--- config.mk ---
export PLATFORM = sky130hd
export DESIGN_NAME = subdiv_top
export DESIGN_NICKNAME = d
export VERILOG_FILES = /design/src/rtl/subdiv_pkg.sv /design/src/rtl/sd_trial_sub.sv /design/src/rtl/sd_regs.sv /design/src/rtl/sd_ctrl.sv /design/src/rtl/subdiv_top.sv
export SDC_FILE = /design/constraint.sdc
export NUM_CORES = 1
export LEC_CHECK = 0
export BUFFER_PORTS_ARGS = -buffer_cell sky130_fd_sc_hd__buf_2
export CAP_MARGIN = 0
export CELL_PAD_IN_SITES_DETAIL_PLACEMENT = 1
export CELL_PAD_IN_SITES_GLOBAL_PLACEMENT = 1
export CORE_MARGIN = 10
export CORE_UTILIZATION = 40
export DETAILED_ROUTE_END_ITERATION = 7
export PLACE_DENSITY_LB_ADDON = 0.12
export SLEW_MARGIN = 20
export SYNTH_ARGS = -nofsm -noshare
export SYNTH_HDL_FRONTEND = slang
export SYNTH_SLANG_ARGS = --single-unit
--- constraint.sdc ---
create_clock -name clk -period 5.3 [get_ports clk]
set_clock_uncertainty 0.05 [all_clocks]
set_input_delay 0.53 -clock clk [delete_from_list [all_inputs] [get_ports clk]]
set_output_delay 0.53 -clock clk [all_outputs]
set_load 0.01 [all_outputs]
--- src/rtl/subdiv_pkg.sv ---
package subdiv_pkg;

  typedef enum logic [1:0] {
    SD_IDLE = 2'd0,
    SD_RUN  = 2'd1,
    SD_FIN  = 2'd2
  } sd_state_t;

  // Carry of one full-adder cell.
  function automatic logic carry3(input logic a, input logic b, input logic c);
    return (a & b) | (a & c) | (b & c);
  endfunction

  // Sum bit of one full-adder cell.
  function automatic logic sum3(input logic a, input logic b, input logic c);
    return a ^ b ^ c;
  endfunction

endpackage

--- src/rtl/sd_trial_sub.sv ---
// Ripple subtractor computing minuend + ~subtrahend + 1.
// carry_out high means the difference is non-negative.
module sd_trial_sub #(
  parameter int A_W = 8,
  parameter int B_W = 7
) (
  input  logic [A_W-1:0] minuend,
  input  logic [B_W-1:0] subtrahend,
  output logic [A_W-1:0] diff,
  output logic           carry_out
);
  import subdiv_pkg::*;

  logic [A_W-1:0] sub_ext;
  logic [A_W:0]   chain;

  assign sub_ext  = A_W'(subtrahend);
  assign chain[0] = 1'b1;

  for (genvar i = 0; i < A_W; i++) begin : g_cell
    assign diff[i]    = sum3(minuend[i], ~sub_ext[i], chain[i]);
    assign chain[i+1] = carry3(minuend[i], ~sub_ext[i], chain[i]);
  end

  assign carry_out = chain[A_W];
endmodule

--- src/rtl/sd_regs.sv ---
// Running value, captured divisor and quotient counter.
module sd_regs #(
  parameter int A_W = 8,
  parameter int B_W = 7
) (
  input  logic           clk,
  input  logic           rst_n,
  input  logic           load,
  input  logic           load_zero,
  input  logic           step,
  input  logic [A_W-1:0] dividend,
  input  logic [B_W-1:0] divisor,
  input  logic [A_W-1:0] diff,
  output logic [A_W-1:0] run_val,
  output logic [B_W-1:0] divr_q,
  output logic [A_W-1:0] quot
);
  always_ff @(posedge clk or negedge rst_n) begin
    if (!rst_n) begin
      run_val <= '0;
      divr_q  <= '0;
      quot    <= '0;
    end else if (load) begin
      run_val <= load_zero ? '0 : dividend;
      divr_q  <= divisor;
      quot    <= '0;
    end else if (step) begin
      run_val <= diff;
      quot    <= quot + A_W'(1);
    end
  end
endmodule

--- src/rtl/sd_ctrl.sv ---
// Start-edge detection and loop sequencing.
module sd_ctrl (
  input  logic clk,
  input  logic rst_n,
  input  logic start,
  input  logic divisor_zero,
  input  logic trial_ok,
  output logic start_rise,
  output logic load,
  output logic load_zero,
  output logic step,
  output logic busy,
  output logic done,
  output logic err
);
  import subdiv_pkg::*;

  sd_state_t state, state_nx;
  logic      start_q;
  logic      err_nx;

  assign start_rise = start & ~start_q;
  assign busy       = (state == SD_RUN);
  assign done       = (state == SD_FIN);

  always_comb begin
    state_nx  = state;
    err_nx    = err;
    load      = 1'b0;
    load_zero = 1'b0;
    step      = 1'b0;
    unique case (state)
      SD_IDLE: begin
        if (start_rise) begin
          load      = 1'b1;
          load_zero = divisor_zero;
          err_nx    = divisor_zero;
          state_nx  = divisor_zero ? SD_FIN : SD_RUN;
        end
      end
      SD_RUN: begin
        if (trial_ok) step = 1'b1;
        else          state_nx = SD_FIN;
      end
      SD_FIN: begin
        if (!start) state_nx = SD_IDLE;
      end
      default: state_nx = SD_IDLE;
    endcase
  end

  always_ff @(posedge clk or negedge rst_n) begin
    if (!rst_n) begin
      state   <= SD_IDLE;
      start_q <= 1'b0;
      err     <= 1'b0;
    end else begin
      state   <= state_nx;
      start_q <= start;
      err     <= err_nx;
    end
  end
endmodule

--- src/rtl/subdiv_top.sv ---
module subdiv_top #(
  parameter int A_W = 8,
  parameter int B_W = 7
) (
  input  logic           clk,
  input  logic           rst_n,
  input  logic           start,
  input  logic [A_W-1:0] dividend,
  input  logic [B_W-1:0] divisor,
  output logic [A_W-1:0] quotient,
  output logic [B_W-1:0] remainder,
  output logic           done,
  output logic           div_zero
);
  // Named internal events, observed by the bound checker.
  logic           start_rise;
  logic           load, load_zero, step, busy;
  logic           trial_ok, trial_end;
  logic           divisor_zero;
  logic [A_W-1:0] run_val, diff;
  logic [B_W-1:0] divr_q;

  assign divisor_zero = (divisor == '0);
  assign trial_end    = busy & ~trial_ok;

  sd_ctrl u_ctrl (
    .clk          (clk),
    .rst_n        (rst_n),
    .start        (start),
    .divisor_zero (divisor_zero),
    .trial_ok     (trial_ok),
    .start_rise   (start_rise),
    .load         (load),
    .load_zero    (load_zero),
    .step         (step),
    .busy         (busy),
    .done         (done),
    .err          (div_zero)
  );

  sd_trial_sub #(.A_W(A_W), .B_W(B_W)) u_sub (
    .minuend    (run_val),
    .subtrahend (divr_q),
    .diff       (diff),
    .carry_out  (trial_ok)
  );

  sd_regs #(.A_W(A_W), .B_W(B_W)) u_regs (
    .clk       (clk),
    .rst_n     (rst_n),
    .load      (load),
    .load_zero (load_zero),
    .step      (step),
    .dividend  (dividend),
    .divisor   (divisor),
    .diff      (diff),
    .run_val   (run_val),
    .divr_q    (divr_q),
    .quot      (quotient)
  );

  // After the failing trial the running value is below the divisor.
  assign remainder = run_val[B_W-1:0];
endmodule

==> results of run 1 <==
## power groups by stage
stage                     combinational [uW]  sequential, uW  clock, uW
after floorplan                          388             345          0
after global routing                     557             369        137
after detailed placement                 499             360          0
after global placement                   464             355          0
final                                    493             353        121
after CTS                                501             356        125
## final timing paths
kind                                            endpoint  slack (ns)
max                           u_regs.quot[5]$_DFFE_PN0P_        0.70
min                        u_regs.run_val[6]$_DFFE_PN0P_        0.20
max reg2reg                   u_regs.quot[5]$_DFFE_PN0P_        0.70
min reg2reg                       u_ctrl.err$_DFFE_PN0P_        0.43
max in group asynchronous     u_regs.quot[4]$_DFFE_PN0P_        4.60
min in group clk                u_ctrl.start_q$_DFF_PN0_        0.36
## metrics by stage
stage                     power, uW  hold slack (ns)  setup slack, ns
after floorplan                 733            0.184             1.03
after global placement          819            0.407            0.914
after detailed placement        859            0.419            0.708
after CTS                       982            0.227            0.687
after global routing           1060            0.245            0.513
final                           967            0.204            0.705
## critical path: stages (launching register included)
cell and delay, ns:
dfrtp_1 0.35, inv_1 0.06, ha_1 0.20, fa_1 0.38, fa_1 0.40, fa_1 0.42, fa_1 0.42, fa_1 0.41
fa_1 0.39, ha_1 0.24, or3b_1 0.51, or4_1 0.54, a21oi_1 0.15
## cell type report
cell class              count  area (um2)
well taps                  48        60.1
flip-flops and latches     27         676
fillers                   434        1940
repair buffers             37         193
multi-input cells          97         714
inverters                  10        37.5
clock buffers               4        45.0
## layer usage
metal / track usage, % / wire [um]
met5: 0 / 0
met4: 4.59 / 56
met3: 3.60 / 218
met2: 22.8 / 2050
met1: 13.7 / 1600
## synth_stat cells
cell / n
nor4b_1: 1
nor4bb_1: 1
o31ai_1: 3
and2_1: 1
or3b_1: 1
clkbuf_1: 6
and3_1: 1
nor2b_1: 1
o21a_1: 1
o21ai_1: 1
nor3b_2: 1
fa_1: 6
nor2_1: 4
xor2_1: 1
xnor2_1: 1
inv_1: 10
or4b_2: 1
nand4_1: 1
or3_1: 2
ha_1: 3
a21oi_1: 3
nand3_1: 3
o21ai_0: 3
buf_6: 1
dfrtp_1: 27
a32oi_1: 8
or4_1: 3
buf_4: 8
o211ai_1: 8
nand2_1: 26
a21o_1: 8
a32o_1: 1
mux2i_1: 3
buf_2: 1
## state kept, by name, indices dropped and copies added (netlist names)
name,flops
u_regs.quot,8
u_regs.run_val,8
u_regs.divr_q,7
u_ctrl.state,2
u_ctrl.err,1
u_ctrl.start_q,1
## kinds of logic (layout without fill, tap and decap cells)
| family | after synthesis | count (layout) | share of synthesized area (%) |
|---|---|---|---|
| buffers and inverters | 26 | 51 | 8.97 |
| AND/OR/NAND/NOR | 47 | 47 | 15.6 |
| flip-flops | 27 | 27 | 44.4 |
| adder cells (fa/ha/maj) | 9 | 9 | 10.4 |
| multiplexers | 3 | 3 | 1.98 |
| AO/OA/AOI/OAI | 36 | 36 | 17.4 |
| XOR/XNOR | 2 | 2 | 1.15 |
## cells in the final DEF (no fill, tap or decap), types with 4 or more instances in the layout
cell type,count
a32oi_1,8
nand2_1,26
o211ai_1,8
nor2_1,4
inv_1,10
buf_2,34
dfrtp_1,27
fa_1,6
a21o_1,8
==> run metrics, run 1 <==
number of global-route vias before repair 1367; CP max FO 9; DRT iter0 DRCs 36; Switching Fraction 42.0%; final cell utilization of the core 47.1%; ranking of synthesized cells by area dfrtp_1, fa_1, nand2_1; crit end category flip-flop; Leak 0.000894 uW; HP Class input port to async pin; Antenna Violating Nets Remaining 0; Sw Pwr 406 uW; fin crit period 4.60 ns; leading area contributor after synthesis dfrtp_1; R2R Path Start u_regs.run_val[0]$_DFFE_PN0P_; CTS tree built; crit start category flip-flop; clock tree sinks 27; Max clock buf depth 2; post-synthesis cell area 1520 um2; ANT cells 0; Comb power frac 50.9%; Hold-fix buffers, CTS 0; GRT overflow 0; Resize count post-CTS 0; clk slew on worst S/H paths 0.09 ns; setup repair bufs after CTS 0; Synth top area share 44.4%; Root Buffer clkbuf_8; Seq pwr share 36.5%; Die W 81.7 um; I/O pin cnt 35; CTS Buf Count 3; DR vias/cell 5.42; Max Cap Viol 0; status complete, no violations; Worst R2R Path Depth 12; CP arrival 4.76 ns; non-filler cells, final 223; pin count of the biggest net entering global routing 28; post-route clock period utilization 86.7%; TritonRoute pass-1 iters 4; worst skew pair latency 0.28 ns; die area 6670 um2; core area 3660 um2; count of final setup violators 0; Total Routing Usage GR 12.6%; Initial Utilization 41.5%; Port Buf Inserts 34; sequential area share after synthesis 44.4%; Max Freq 218 MHz; Placer Congestion 0.784; first-pass GRT wire length 6640 um; critical path type flip-flop to flip-flop; placed cells 219; P per Cell Area 561 nW/um2; wire per inst 17.6 um; crit path launch u_regs.run_val[0]$_DFFE_PN0P_; FF+latch count, synth 27; final hold violations 0; Mapped Nets 177; DR DRC count 0; Routed WL 3930 um; TNS Setup 0 ns; Post-DP Area 1680 um2; Die Y 81.7 um; Worst Tran Pin Value 0.668 ns; Slew Limit Headroom 54.9%; clock power share 12.6%; Cells after Synth 150; Cell variety after synth 34; RSZ-0062 raised after global routing no; layout cells sized above 1 24.6%; DP HPWL 2970 um; internal power 561 uW; Site Rows 22; layout overhead on the synthesized area 13.5%; fin nets 203; VDD IR max 286 uV; initial antenna violation count 0; Worst Path Required 5.46 ns; design area 1730 um2; Mean Syn Cell Area 10.1 um2; Yosys warning total 0; Max Transition Viols Final 0; via count 1209; H-tree levels 1
(Power assumes the default switching activity.)
==> run 2: changes to the inputs <==
--- a/config.mk
+++ b/config.mk
@@ -5,14 +5,15 @@
 export SDC_FILE = /design/constraint.sdc
 export NUM_CORES = 1
 export LEC_CHECK = 0
+export ABC_AREA = 1
 export BUFFER_PORTS_ARGS = -buffer_cell sky130_fd_sc_hd__buf_2
 export CAP_MARGIN = 0
 export CELL_PAD_IN_SITES_DETAIL_PLACEMENT = 1
 export CELL_PAD_IN_SITES_GLOBAL_PLACEMENT = 1
 export CORE_MARGIN = 10
-export CORE_UTILIZATION = 40
+export CORE_UTILIZATION = 39
 export DETAILED_ROUTE_END_ITERATION = 7
-export PLACE_DENSITY_LB_ADDON = 0.12
+export PLACE_DENSITY_LB_ADDON = 0.1
 export SLEW_MARGIN = 20
 export SYNTH_ARGS = -nofsm -noshare
 export SYNTH_HDL_FRONTEND = slang
==> constraint.sdc (replaced) <==
create_clock -name clk -period 4.8 [get_ports clk]
set_clock_uncertainty 0.05 [all_clocks]
set_input_delay 0.48 -clock clk [delete_from_list [all_inputs] [get_ports clk]]
set_output_delay 0.48 -clock clk [all_outputs]
set_load 0.01 [all_outputs]
==> run 2 against run 1 <==
Effect of this change: die area increased by 3.8%; first-iteration DRC count rose by 17%; largest cell class is now registers; via count grew 8.0%; maximum frequency is 7.8% higher; sequential share of layout area down 0.37 points; synthesized cell count rose by 28%; critical path type unchanged; critical endpoint unchanged; clock-buffer cell count is the same; area after synthesis increased by 2.5%; hold slack lost 0.040 ns; setup slack worse by 0.17 ns; sequential cell count unchanged; core utilization decreased by 0.94 points.
==> run metrics, run 2 <==
most frequent cells in the layout nand2_1, buf_2, inv_1; worst skew pair latency 0.27 ns; commonest cells in the netlist nand2_1, inv_1, dfrtp_1, nor2_1; Cell variety after synth 21; GRT overflow 0; Leak 0.000961 uW; DR vias/cell 4.91; final hold violations 0; ANT cells 0; Die W 83.2 um; HP Class input port to async pin; pin count of the biggest net entering global routing 30; CP max FO 13; TritonRoute pass-1 iters 4; internal power 587 uW; Slew Limit Headroom 57.7%; Hold-fix buffers, CTS 0; CP delay by family, top adder cells; H-tree levels 1; crit end category flip-flop; Buf/Inv on CP 2; setup repair bufs after CTS 0; FF-to-FF setup slack 0.54 ns; CTS Buf Count 3; core area 3770 um2; Mapped Nets 219; Initial Utilization 41.3%; CTS tree built; Max Freq 234 MHz; Antenna Violating Nets Remaining 0; CP arrival 4.43 ns; Synth top area share 43.4%; layout cells sized above 1 20.6%; Yosys warning total 0; first-pass GRT wire length 7020 um; DP HPWL 3060 um; Comb power frac 49.7%; Worst Path Required 4.96 ns; Seq pwr share 37.6%; fin nets 246; fraction of registers with async set/reset 100%; slowest stage cell, crit path fa_1; sequential area share after synthesis 43.4%; Largest regs u_regs.quot: 8 flops, u_regs.run_val: 8 flops, u_regs.divr_q: 7 flops; Mean Syn Cell Area 8.11 um2; die area 6920 um2; Max clock buf depth 2; DRT iter0 DRCs 42; Switching Fraction 44.6%; Worst Tran Pin Value 0.634 ns; clock power share 12.7%; Max Transition Viols Final 0; status complete, no violations; Cells after Synth 192; crit start category flip-flop; initial antenna violation count 0; count of final setup violators 0; RSZ-0062 raised after global routing no; number of global-route vias before repair 1475; VDD IR max 241 uV; wire per inst 14.7 um; fin crit period 4.26 ns; most common cell in the netlist nand2_1; hold slack 0.164 ns; post-synthesis cell area 1560 um2; leading area contributor after synthesis dfrtp_1; Total Routing Usage GR 11.8%; Synth Flop Type dfrtp_1; clk slew on worst S/H paths 0.10 ns; Post-synth EDFFs 0; TNS Setup 0 ns; critical path type flip-flop to flip-flop; commonest non-fill, non-tap cell in the layout nand2_1; Routed WL 3910 um; slowest stage delay, CP 0.40 ns; DR DRC count 0; Sw Pwr 472 uW; Root Buffer clkbuf_8; clock tree sinks 27; crit-path cells inv_1 -> ha_1 -> fa_1 -> fa_1 -> fa_1 -> fa_1 -> fa_1 -> fa_1 -> ha_1 -> inv_1 -> nand3_2 -> nor2_1 -> nand2_1 -> nand2_1 -> nand2_1 -> nor2_1; FF+latch count, synth 27; I/O pin cnt 35; Port Buf Inserts 34; Resize count post-CTS 0; via count 1306; ranking of synthesized cells by area dfrtp_1, nand2_1, fa_1; Max Cap Viol 0; Die Y 83.2 um; Placer Congestion 0.738; P per Cell Area 608 nW/um2; layout overhead on the synthesized area 11.8%; post-route clock period utilization 88.9%; Site Rows 22; Most common cell on crit path fa_1; final cell utilization of the core 46.2%
## run 2: changes by cell type in the layout (fill, tap and decap cells not counted), sizes merged, moves of 2 or more
cell,delta
inv,+24
nand2,+17
nor2,+16
o21ai,+13
nand3,+11
a21oi,+9
a21o,-8
a32oi,-8
o211ai,-8
buf,-3
mux2i,-3
o31ai,-3
or4,-3
or3,-2
## run 2: logic make-up after synthesis
family          after synthesis  share of synthesized area [%]
simple gates                 80                           22.4
flops                        27                           43.4
fa+ha+maj                     9                           10.1
compound gates               30                           10.0
buf+inv                      46                           14.1
## run 2: layout make-up
type / count / area (um2)
Fill cell: 496 / 2030
Sequential cell: 27 / 676
Multi-Input combinational cell: 119 / 663
Timing Repair Buffer: 34 / 170
Inverter: 34 / 128
Tap cell: 48 / 60.1
Clock buffer: 4 / 45.0
## run 2: power by group through the flow
stage | sequential (uW) | clock, uW | combinational, uW
CTS | 402 | 136 | 542
global placement | 400 | 0 | 502
finish | 399 | 134 | 527
detailed placement | 406 | 0 | 539
floorplan | 393 | 0 | 416
global route | 415 | 146 | 629
## run 2: per-layer routing
metal  part of all wire (%)  global-route usage (%)
met1                     43                    13.4
met2                     52                    21.2
met3                    4.7                    2.64
met4                    1.1                    3.69
met5                      0                       0
## run 2: final timing paths
| kind | start | end | depth (start not counted) |
|---|---|---|---|
| max in group asynchronous | rst_n | u_regs.divr_q[1]$_DFFE_PN0P_ | 1 |
| hold / removal | rst_n | u_ctrl.start_q$_DFF_PN0_ | 1 |
| setup reg to reg | u_regs.run_val[0]$_DFFE_PN0P_ | u_regs.quot[5]$_DFFE_PN0P_ | 16 |
| setup / recovery | u_regs.run_val[0]$_DFFE_PN0P_ | u_regs.quot[5]$_DFFE_PN0P_ | 16 |
| hold reg to reg | u_ctrl.err$_DFFE_PN0P_ | u_ctrl.err$_DFFE_PN0P_ | 1 |
| min in group clk | start | u_ctrl.start_q$_DFF_PN0_ | 1 |
## run 2: worst register-to-register path, delay by kind of cell (launching register included)
kind / cells / cell delay (ns)
flops: 1 / 0.38
buf+inv: 2 / 0.12
fa+ha+maj: 8 / 2.78
simple gates: 6 / 0.86
## run 2: stage by stage
step | cells | power [uW] | setup WS, ns | instance area (um2)
5_1_grt | 266 | 1190 | 0.222 | 1740
3_5_place_dp | 262 | 945 | 0.581 | 1700
6_report | 266 | 1060 | 0.535 | 1740
4_1_cts | 266 | 1080 | 0.556 | 1740
3_3_place_gp | 262 | 903 | 0.758 | 1700
2_1_floorplan | 192 | 809 | 1.05 | 1560
